===== src/rtl/icsd_pkg.sv =====
package icsd_pkg;
  // Default miss counter width: fill thresholds up to 1023
  localparam int unsigned ICSD_CNT_W = 10;
  // Default depth of the recent-lookup window
  localparam int unsigned ICSD_WIN   = 32;
endpackage


===== src/rtl/icsd_miss_counter.sv =====
module icsd_miss_counter #(
  parameter int unsigned CNT_W = 10
) (
  input  logic             clk_i,
  input  logic             rst_ni,
  input  logic             clr_i,
  input  logic             inc_i,
  output logic [CNT_W-1:0] cnt_o
);
  localparam logic [CNT_W-1:0] CNT_MAX = '1;

  logic [CNT_W-1:0] cnt_q, cnt_d;
  logic             cnt_en;

  always_comb begin
    cnt_en = clr_i | (inc_i & (cnt_q != CNT_MAX));
    cnt_d  = clr_i ? '0 : cnt_q + CNT_W'(1);
  end

  always_ff @(posedge clk_i or negedge rst_ni) begin
    if (!rst_ni)     cnt_q <= '0;
    else if (cnt_en) cnt_q <= cnt_d;
  end

  assign cnt_o = cnt_q;
endmodule


===== src/rtl/icsd_miss_window.sv =====
module icsd_miss_window #(
  parameter int unsigned WIN   = 32,
  parameter int unsigned POP_W = $clog2(WIN + 1)
) (
  input  logic             clk_i,
  input  logic             rst_ni,
  input  logic             clr_i,
  input  logic             shift_i,
  input  logic             bit_i,
  output logic [WIN-1:0]   vec_o,
  output logic [POP_W-1:0] pop_o
);
  logic [WIN-1:0]   vec_q, vec_d;
  logic             vec_en;
  logic [POP_W-1:0] psum [WIN+1];

  always_comb begin
    vec_en = clr_i | shift_i;
    vec_d  = clr_i ? '0 : {vec_q[WIN-2:0], bit_i};
  end

  always_ff @(posedge clk_i or negedge rst_ni) begin
    if (!rst_ni)     vec_q <= '0;
    else if (vec_en) vec_q <= vec_d;
  end

  // Running population count over the window bits
  assign psum[0] = '0;
  for (genvar g = 0; g < WIN; g++) begin : g_pop
    assign psum[g+1] = psum[g] + POP_W'(vec_q[g]);
  end

  assign vec_o = vec_q;
  assign pop_o = psum[WIN];
endmodule


===== src/rtl/icache_saturation_detector.sv =====
module icache_saturation_detector #(
  parameter int unsigned CNT_W = icsd_pkg::ICSD_CNT_W,
  parameter int unsigned WIN   = icsd_pkg::ICSD_WIN,
  localparam int unsigned POP_W = $clog2(WIN + 1)
) (
  input  logic             clk_i,
  input  logic             rst_ni,
  input  logic             lookup_vld_i,
  input  logic             lookup_miss_i,
  input  logic             migrate_done_i,
  input  logic [CNT_W-1:0] fill_thresh_i,
  input  logic [POP_W-1:0] dil_thresh_i,
  output logic             cache_full_o,
  output logic             new_seg_o,
  output logic             search_en_o
);
  logic [CNT_W-1:0] fill_thr_q, fill_thr_d;
  logic [POP_W-1:0] dil_thr_q, dil_thr_d;
  logic             cfg_vld_q;
  logic             cfg_en;

  logic [CNT_W-1:0] miss_cnt;
  logic [WIN-1:0]   win_vec;
  logic [POP_W-1:0] win_pop;
  logic             track_en;
  logic             seg_hit;

  // Threshold capture: once, on the first edge after reset release
  always_comb begin
    cfg_en     = ~cfg_vld_q;
    fill_thr_d = fill_thresh_i;
    dil_thr_d  = dil_thresh_i;
  end

  always_ff @(posedge clk_i or negedge rst_ni) begin
    if (!rst_ni) begin
      fill_thr_q <= '0;
      dil_thr_q  <= '0;
      cfg_vld_q  <= 1'b0;
    end else if (cfg_en) begin
      fill_thr_q <= fill_thr_d;
      dil_thr_q  <= dil_thr_d;
      cfg_vld_q  <= 1'b1;
    end
  end

  icsd_miss_counter #(.CNT_W(CNT_W)) u_cnt (
    .clk_i  (clk_i),
    .rst_ni (rst_ni),
    .clr_i  (migrate_done_i),
    .inc_i  (lookup_vld_i & lookup_miss_i),
    .cnt_o  (miss_cnt)
  );

  icsd_miss_window #(.WIN(WIN), .POP_W(POP_W)) u_win (
    .clk_i   (clk_i),
    .rst_ni  (rst_ni),
    .clr_i   (migrate_done_i),
    .shift_i (lookup_vld_i & track_en),
    .bit_i   (lookup_miss_i),
    .vec_o   (win_vec),
    .pop_o   (win_pop)
  );

  always_comb begin
    track_en = cfg_vld_q & (miss_cnt >= fill_thr_q);
    seg_hit  = track_en & (win_pop >= dil_thr_q);
  end

  assign cache_full_o = track_en;
  assign new_seg_o    = seg_hit;
  assign search_en_o  = seg_hit & ~migrate_done_i;
endmodule


===== config.mk =====
export PLATFORM = sky130hd
export DESIGN_NAME = icache_saturation_detector
export DESIGN_NICKNAME = d
export VERILOG_FILES = /design/src/rtl/icsd_pkg.sv /design/src/rtl/icsd_miss_counter.sv /design/src/rtl/icsd_miss_window.sv /design/src/rtl/icache_saturation_detector.sv
export SDC_FILE = /design/constraint.sdc
export NUM_CORES = 1
export LEC_CHECK = 0
export ABC_AREA = 1
export CAP_MARGIN = 20
export CORE_MARGIN = 5
export CORE_UTILIZATION = 55
export CTS_CLUSTER_SIZE = 8
export DETAILED_ROUTE_END_ITERATION = 10
export GPL_TIMING_DRIVEN = 0
export PLACE_DENSITY = 0.77
export SETUP_SLACK_MARGIN = 0.15
export SLEW_MARGIN = 10
export SYNTH_ARGS = -nofsm -noshare
export SYNTH_HDL_FRONTEND = slang
export SYNTH_HIERARCHICAL = 1
export SYNTH_SLANG_ARGS = --single-unit

===== constraint.sdc =====
create_clock -name clk_i -period 5.8 [get_ports clk_i]
set_clock_uncertainty 0.05 [all_clocks]
set_input_delay 0.58 -clock clk_i [delete_from_list [all_inputs] [get_ports clk_i]]
set_output_delay 0.58 -clock clk_i [all_outputs]
set_load 0.01 [all_outputs]

==> results of run 1 <==
cell type report:
type	count	share of cell area, %
plain buffers	14	2.61
clock buffers	11	2.98
inverters	83	6.56
multi-input cells	295	47.5
repair buffers	28	5.51
flip-flops and latches	59	31.1
well taps	99	2.61
clock inverters	4	1.08
report_power, final:
part / switching (mW) / internal [mW] / leakage, nW
combinational: 0.0505 / 0.0328 / 1.53
sequential: 0.00452 / 0.422 / 0.777
clock: 0.168 / 0.208 / 0.0954
worst max-delay path: cells and delay by family, from the launching register on:
kind                     cells  cell delay, ps
flip-flops                   1             410
buffers and inverters        5             330
AND/OR/NAND/NOR             10             720
adder cells (fa/ha/maj)     10            4040
flip-flops by register name, indices dropped and copies added (netlist names):
register / flops
fill_thr_q: 10
u_win/vec_o: 32
cfg_vld_q: 1
u_cnt/cnt_o: 10
dil_thr_q: 6
final timing paths:
path	slack [ps]	cells past startpoint	start	end
max reg2reg	3590	13	u_cnt/cnt_o[5]	u_win/vec_o[10]
min	250	1	rst_ni	u_win/vec_o[25]
max in group asynchronous	4950	1	rst_ni	u_win/vec_o[0]
max	-670	25	u_win/vec_o[0]	search_en_o
min in group clk_i	470	2	u_win/vec_o[28]	u_win/vec_o[29]
min reg2reg	470	2	u_win/vec_o[28]	u_win/vec_o[29]
metrics by stage:
step                setup slack (ps)  total power [mW]  hold slack (ps)
floorplan                       14.9             0.478              234
global placement                -775             0.512              444
detailed placement              -856             0.515              456
CTS                             -849             0.891              270
global route                    -915             0.928              306
finish                          -670             0.886              249
cells by family (layout without fill, tap and decap cells):
kind of cell,after synthesis,count (layout)
fa+ha+maj,54,54
xor+xnor,1,1
simple gates,177,177
flops,59,59
mux,2,2
other cells,1,1
buf+inv,97,140
compound gates,60,60
routing by layer:
layer / wire length (µm) / vias to the layer above / track usage [%]
li1: - / 1495 / -
met1: 3740 / 1501 / 28.9
met2: 4060 / 60 / 31.3
met3: 295 / 12 / 4.14
met4: 149 / 0 / 7.58
met5: 0 / - / 0
Yosys cell counts, drive strengths merged:
cell and number:
inv 83, nand2 79, dfrtp 59, nand3 53
nor2 43, ha 29, a21oi 28, o21ai 28
fa 25, buf 12, a21o 2, clkbuf 2
mux2 2, nand4 2, o21bai 2, conb 1
xnor2 1
repair_timing:
item,4_1_cts,5_1_grt
pin swaps,17,14
endpoints found under the setup margin,2,2
cloned,0,0
gates resized for setup,14,13
setup buffers,4,1
==> results.md, run 1 <==
- Status: finished with violations
- Failing checks: negative setup slack
- Worst-margin pin slew: 753 ps
- Dpl cells: 573
- Estimated wirelength of the detail-placed design: between 5 and 6 mm
- Count of TritonRoute iterations in the first routing pass: 5
- Share of the synthesized area in the top cell type: 36.2%
- Simple-gate portion of the synthesized area: between 20% and 30%
- CTS Root Buffer Type: clkbuf_8
- Category of the worst setup path launch point: flip-flop
- Clk Latency, worst-skew pair: ~350 ps
- Drt initial violations: 135
- Combinational family with the most area after synthesis: simple AND/OR/NAND/NOR gates
- Unrepaired setup endpoints after global routing: true
- Normalized max-slew margin: approximately 50%
- Area share of fa/ha/maj cells after synthesis: between 20% and 30%
- Initial antenna violation count: 0
- Final total negative setup slack: -1320 ps
- Required time at the endpoint of the critical path: slightly above 5000 ps
- Pin count of the biggest net entering global routing: 60
- Setup ws final: -670 ps
- Reported max-cap violation count: 0
- Ratio of total power to cell area: between 150 and 200 mW/mm²
- Gpl congestion: ~0.82
- Post-synthesis cell type with the largest combined area: dfrtp_1
- Top cells by area, synth: dfrtp_1 (36%), fa_1 (12%), ha_1 (8.9%)
- Overall track demand over capacity in global routing: 20.5%
- Path type of the worst setup path: reg -> out
- GRT overflow: 0
- Fin nets: 565
- Area growth, synth to finish: 16.3%
- Level count of the clock H-tree: 3
- Clock transition at the registers of the reported paths: around 70 ps
- Share of the yosys chip area belonging to registers: ~36%
- Crit path time final: between 6000 and 7000 ps
- DRC viols: 0
- Number of flip-flops and latches in the synthesized netlist: 59
- Post-synthesis share of cell area spent on xor and xnor gates: less than 1%
- Compound-gate portion of the synthesized area: approximately a tenth
- Remaining antenna violation count: 0
- Post-synthesis mux area share: less than 1%
- Register area: between 0.001 and 0.0015 mm²
- Mean number of vias per cell: 5.17
- Leading cell type in the layout, fill and taps excluded: inv_1
- Average detailed-routed wire length per instance: 13.9 µm
- Worst VDD drop: between 0.15 and 0.2 mV
- Post-route cell area: 0.00475 mm²
- CP max stage cell: fa_1
- Maximum clock insertion buffer count: 2
- Worst Path Max Fanout: 2
- Share of final-layout standard cells stronger than drive strength 1: roughly 22%
- CP arrival: 5840 ps
- Final setup fails: 2
- Initial Utilization: 56.3%
- Post-Synthesis Cell Area: just over 0.004 mm²
- Leading cell types in the layout, fill and taps excluded: inv_1 (75), nand2_1 (72), dfrtp_1 (59)
- Post-synth net total: around 530
- Post-CTS Hold Fix Bufs: 0
- Area of the multi-input gates: ~0.0023 mm²
- Yosys warning count: 6
- Total die area: between 0.009 and 0.01 mm²
- Final worst-path cycle share: 112%
- Core ar.: around 0.0073 mm²
- Filler Cells Inserted: around 570
- Number of rows created at floorplan: 31
- Number of buffers added by the clock tree synthesis step: 9
- IO buf count: 23
- Total wire length after detailed routing: 8.25 mm
- Hold violation total from the final report: 0
- CP dominant cell by count: fa_1
- Critical Path Sink Type: output port
- Wire length of the first global-routing pass: between 10 and 15 mm
- IO Count: 24
- Post-placement cell area: roughly 0.0044 mm²
- Number of global-route vias before repair: just over 3000
- ANT cells: 0
- Clock sink total: between 50 and 60
- Timing-limited maximum frequency: ~0.15 GHz
- Die W: around 96 µm
- Average size of a mapped cell: between 9 and 10 µm²
- TritonCTS clock tree: done
- Synth unique cells: 33
- Slowest Stage Delay on Critical Path: approximately 520 ps
- Detailed-route via count: 3068
- Hold crit path type: in -> async
- Core utilization of the finished layout: approximately 65%
- Final cell count without fillers: just under 600
- Leakage power: ~2.4 nW
- Final Max Slew Viols: 0
- Cell count after synthesis: 451
- Height of the die: between 90 and 100 µm
Power figures use the tool's default switching activity.
==> run 2, diff against run 1 <==
- REMOVE_ABC_BUFFERS: unset -> 1
==> results.md, run 2 (synthesis results as in run 1) <==
- Reported max-cap violation count: 0
- TritonCTS clock tree: done
- Post-placement cell area: roughly 0.0043 mm²
- Setup ws final: -757 ps
- Final-layout worst hold slack: approximately 250 ps
- Critical Path Sink Type: output port
- CTS Root Buffer Type: clkbuf_8
- Share of final-layout standard cells stronger than drive strength 1: approximately a fifth
- ANT cells: 0
- Maximum clock insertion buffer count: 2
- Number of buffers added by the clock tree synthesis step: 9
- Gpl congestion: slightly below 0.8
- Normalized max-slew margin: about a third
- Timing-limited maximum frequency: about 0.15 GHz
- Wire length of the first global-routing pass: about 14 mm
- Level count of the clock H-tree: 3
- Slowest Stage Delay on Critical Path: ~520 ps
- Remaining antenna violation count: 0
- Final total negative setup slack: -1430 ps
- Count of TritonRoute iterations in the first routing pass: 4
- Clk Latency, worst-skew pair: about 340 ps
- Clock sink total: 59
- Hold crit path type: in -> async
- Initial Utilization: between 50% and 60%
- IO buf count: 23
- Max reg flops: 32
- Core ar.: 0.00725 mm²
- Initial antenna violation count: 0
- Cells on worst reg2reg path: 12
- Worst-margin pin slew: around 1000 ps
- Fin nets: around 550
- Mean number of vias per cell: 5.03
- DRC viols: 0
- Total power consumption of the routed design: 0.901 mW
- Path type of the worst setup path: reg -> out
- Post-route cell area: between 0.004 and 0.005 mm²
- CP max stage cell: fa_1
- CP arrival: 5930 ps
- Average detailed-routed wire length per instance: between 10 and 15 µm
- Clock transition at the registers of the reported paths: about 70 ps
- Area of the multi-input gates: ~0.0022 mm²
- Detailed-route via count: about 3000
- Overall track demand over capacity in global routing: between 10% and 20%
- Pin count of the biggest net entering global routing: 60
- GRT overflow: 0
- Required time at the endpoint of the critical path: between 5000 and 6000 ps
- Area growth, synth to finish: 13.6%
- Status: finished with violations
- Total die area: ~0.0092 mm²
- Die W: just under 100 µm
- CP dominant cell by count: fa_1
- Failing checks: negative setup slack
- Leakage power: around 2.3 nW
- Ratio of total power to cell area: approximately 190 mW/mm²
- Height of the die: ~96 µm
- Worst Path Max Fanout: 2
- Filler Cells Inserted: ~610
- Hold violation total from the final report: 0
- Unrepaired setup endpoints after global routing: true
- Crit path time final: 6560 ps
- Worst VDD drop: roughly 0.12 mV
- IO Count: 24
- Final Max Slew Viols: 0
- Total wire length after detailed routing: roughly 7.7 mm
- Register area: 0.00148 mm²
- Category of the worst setup path launch point: flip-flop
- Drt initial violations: about 140
- Number of global-route vias before repair: just over 3000
- Final setup fails: 2
- Final worst-path cycle share: 113%
- Leading cell types in the layout, fill and taps excluded: inv_1 (73), nand2_1 (70), dfrtp_1 (59)
- Leading cell type in the layout, fill and taps excluded: inv_1
- Estimated wirelength of the detail-placed design: 5.58 mm
- Number of rows created at floorplan: 31
run 2: critical path: cells and delay by family (launching register included):
family,cells,cell delay (ps)
flip-flops,1,410
AND/OR/NAND/NOR,10,810
buffers and inverters,5,320
adder cells (fa/ha/maj),10,4050
run 2: cell type report:
class,instances,area share [%]
multi-input cells,295,48.1
flip-flops and latches,59,31.8
inverters,83,6.72
repair buffers,28,6.07
clock buffers,12,3.56
well taps,99,2.67
clock inverters,4,1.03
run 2: path summary, 6_finish.rpt:
check                               start         endpoint  slack, ps
max                        u_win/vec_o[0]      search_en_o       -760
min                                rst_ni  u_win/vec_o[31]        250
max reg2reg                u_cnt/cnt_o[5]  u_win/vec_o[20]       3090
min reg2reg                 fill_thr_q[9]    fill_thr_q[9]        470
max in group asynchronous          rst_ni   u_cnt/cnt_o[8]       4950
min in group clk_i          fill_thr_q[9]    fill_thr_q[9]        470
run 2: timing repair:
action                                  in CTS  in global routing
resized for setup                           13                 14
hold buffers                                 0                  0
setup buffers                                4                  0
endpoints found under the setup margin       2                  2
pin swaps                                    7                  3
run 2: layer usage:
layer	vias to the layer above	global-route usage (%)	share of wire [%]
met2	55	32.0	50
met5	-	0	0
met4	0	6.87	2.0
met1	1379	24.1	44
met3	16	5.32	4.0
li1	1466	-	-
run 2: power breakdown:
group | internal (mW) | leakage, nW | total (mW) | switching [mW]
Sequential | 0.422 | 0.777 | 0.430 | 0.00737
Clock | 0.232 | 0.108 | 0.401 | 0.168
Combinational | 0.0276 | 1.44 | 0.0706 | 0.0429
run 2: through the flow:
stage / setup slack (ps) / instances / utilization (%)
after CTS: -827 / 580 / 63.2
after detailed placement: -1010 / 560 / 59.9
after floorplan: -102 / 437 / -
final: -757 / 580 / 63.9
after global routing: -1010 / 580 / 63.9
after global placement: -885 / 559 / 59.4
==> run 3, diff against run 2 <==
- ABC_AREA: 1 -> unset
- CORE_MARGIN: 5 -> unset
- CORE_UTILIZATION: 55 -> 54
==> results.md, run 3 <==
- Number of flip-flops and latches in the synthesized netlist: 59
- Final worst-path cycle share: 114%
- Number of rows created at floorplan: 30
- Overall track demand over capacity in global routing: between 20% and 30%
- Detailed-route via count: 2427
- Maximum clock insertion buffer count: 2
- Clk Latency, worst-skew pair: 340 ps
- Gpl congestion: between 0.8 and 0.9
- CP max stage cell: fa_1
- Failing checks: negative setup slack
- Max reg flops: 32
- Count of TritonRoute iterations in the first routing pass: 5
- Path type of the worst setup path: reg -> out
- Leading cell type in the layout, fill and taps excluded: dfrtp_1
- Share of the synthesized area in the top cell type: 38.7%
- DRC viols: 0
- Timing-limited maximum frequency: ~0.15 GHz
- Met3 layer usage reported by global route: 4.72%
- Cell count after synthesis: 340
- IO buf count: 23
- CP arrival: roughly 6000 ps
- Met1 Usage GRT: about 26%
- Ratio of total power to cell area: 194 mW/mm²
- Bufs and invs on worst path: 4
- Clock transition at the registers of the reported paths: ~70 ps
- Async SR Flop Fraction: 100%
- Initial antenna violation count: 0
- Drt initial violations: between 100 and 150
- Category of the worst setup path launch point: flip-flop
- Level count of the clock H-tree: 3
- Number of buffers added by the clock tree synthesis step: 9
- Commonest register cell after synthesis: dfrtp_1
- Die W: 86.1 µm
- Setup ws final: -825 ps
- Post-synth EDFFs: 0
- Remaining antenna violation count: 0
- Yosys warning count: 6
- Final-layout worst hold slack: 268 ps
- Hold violation total from the final report: 0
- Leading cell types in the layout, fill and taps excluded: dfrtp_1 (59), inv_1 (54), nor2_1 (45)
- Post-Synthesis Cell Area: around 0.0038 mm²
- Post-synthesis cell type with the largest combined area: dfrtp_1
- Critical Path Sink Type: output port
- Slack of the worst reg-to-reg path: roughly 3400 ps
- Core utilization of the finished layout: a little under two thirds
- Worst-margin pin slew: ~800 ps
- Dpl cells: 450
- Clock sink total: a little under 60
- Final Max Slew Viols: 0
- Crit path time final: around 6600 ps
- Leading post-synthesis cells by instance count: dfrtp_1 (59), inv_1 (56), nor2_1 (46)
- Final setup fails: 2
- Met2 track utilization from global routing: 34.9%
- Core ar.: slightly below 0.007 mm²
- Required time at the endpoint of the critical path: about 5200 ps
- Reported max-cap violation count: 0
- Initial Utilization: between 50% and 60%
- Pin count of the biggest net entering global routing: 60
- Area growth, synth to finish: 13.8%
- TritonCTS clock tree: done
- Share of the yosys chip area belonging to registers: about two fifths
- Mean number of vias per cell: roughly 5.2
- Average size of a mapped cell: 11.2 µm²
- IO Count: 24
- CP cell instances: fa_1, ha_4, inv_2, fa_1, fa_1, fa_1, fa_1, fa_1, inv_1, fa_2, inv_2, fa_2, nand2b_4, a21oi_2, xor2_1, ha_1, a21oi_2, nor2b_1, o31ai_2, nor3_1, buf_2
- Status: finished with violations
- Leakage power: a little over 2 nW
- Fin nets: around 440
- Worst Path Max Fanout: 2
- Normalized max-slew margin: 45.7%
- Final cell count without fillers: between 400 and 500
- Worst VDD drop: 0.135 mV
- Delay-heaviest family, CP: adder cells
- CTS Root Buffer Type: clkbuf_8
- Average detailed-routed wire length per instance: 14.5 µm
- Total wire length after detailed routing: just under 7 mm
- Height of the die: ~86 µm
- Slowest Stage Delay on Critical Path: 520 ps
- ANT cells: 0
- Number of global-route vias before repair: ~2600
- CP dominant cell by count: fa_1
- Top cells by area, synth: dfrtp_1 (39%), fa_1 (13%), ha_1 (9.5%)
- Most frequently used cell type in the post-synthesis netlist: dfrtp_1
- Hold crit path type: in -> async
- Estimated wirelength of the detail-placed design: around 4.8 mm
- Share of final-layout standard cells stronger than drive strength 1: approximately 17%
- Unrepaired setup endpoints after global routing: true
- Wire length of the first global-routing pass: 11.6 mm
- Busiest grt layer: met2
- GRT overflow: 0
- Synth unique cells: between 40 and 50
- Total die area: about 0.0074 mm²
==> run 3: what timing repair did <==
item                                   4_1_cts  5_1_grt
hold buffers                                 0        0
pin swaps                                   11        1
gates resized for setup                     18        0
endpoints found under the hold margin        0        0
buffers inserted                             4        0
setup endpoints to repair                    2        2
==> run 3: cell families after synthesis <==
| kind of cell | synth area share, % |
|---|---|
| flops | 38.7 |
| buf+inv | 7.63 |
| simple gates | 11.3 |
| xor+xnor | 0.917 |
| mux | 13.9 |
| compound gates | 4.91 |
| fa+ha+maj | 22.6 |
| other cells | 0.0982 |
==> run 3: layout make-up <==
class                   count  area (µm²)
fillers                   543        2490
multi-input cells         215        2100
flip-flops and latches     59        1480
repair buffers             28         263
inverters                  56         210
clock buffers              13         169
well taps                  96         120
clock inverters             2        10.0
==> run 3: metrics by stage <==
stage / TNS, ps / setup slack, ps / power, mW / area, µm²
CTS: -1740 / -877 / 0.855 / 4350
finish: -1630 / -825 / 0.843 / 4350
global route: -2130 / -1070 / 0.881 / 4350
detailed placement: -2170 / -1100 / 0.509 / 4110
floorplan: -468 / -237 / 0.472 / 3740
global placement: -2120 / -1090 / 0.506 / 4090
==> run 3: per-layer routing <==
layer / part of all wire [%] / vias to the layer above
li1: - / 1165
met5: 0 / -
met3: 3.0 / 10
met2: 50 / 36
met1: 45 / 1216
met4: 1.8 / 0
==> run 3: final timing paths <==
check,to,startpoint,depth (start not counted)
max in group asynchronous,fill_thr_q[8],rst_ni,1
min reg2reg,dil_thr_q[4],dil_thr_q[4],1
max,search_en_o,u_win/vec_o[3],21
min in group clk_i,dil_thr_q[4],dil_thr_q[4],1
min,u_cnt/cnt_o[4],rst_ni,1
max reg2reg,u_win/vec_o[9],u_cnt/cnt_o[0],10
==> run 3: where the power goes <==
| part | switching, mW | internal [mW] | leakage [nW] | total (mW) |
|---|---|---|---|---|
| combinational | 0.0322 | 0.0341 | 1.13 | 0.0663 |
| clock | 0.157 | 0.186 | 0.0953 | 0.344 |
| sequential | 0.00964 | 0.424 | 0.784 | 0.434 |
| total | 0.199 | 0.644 | 2.01 | 0.843 |
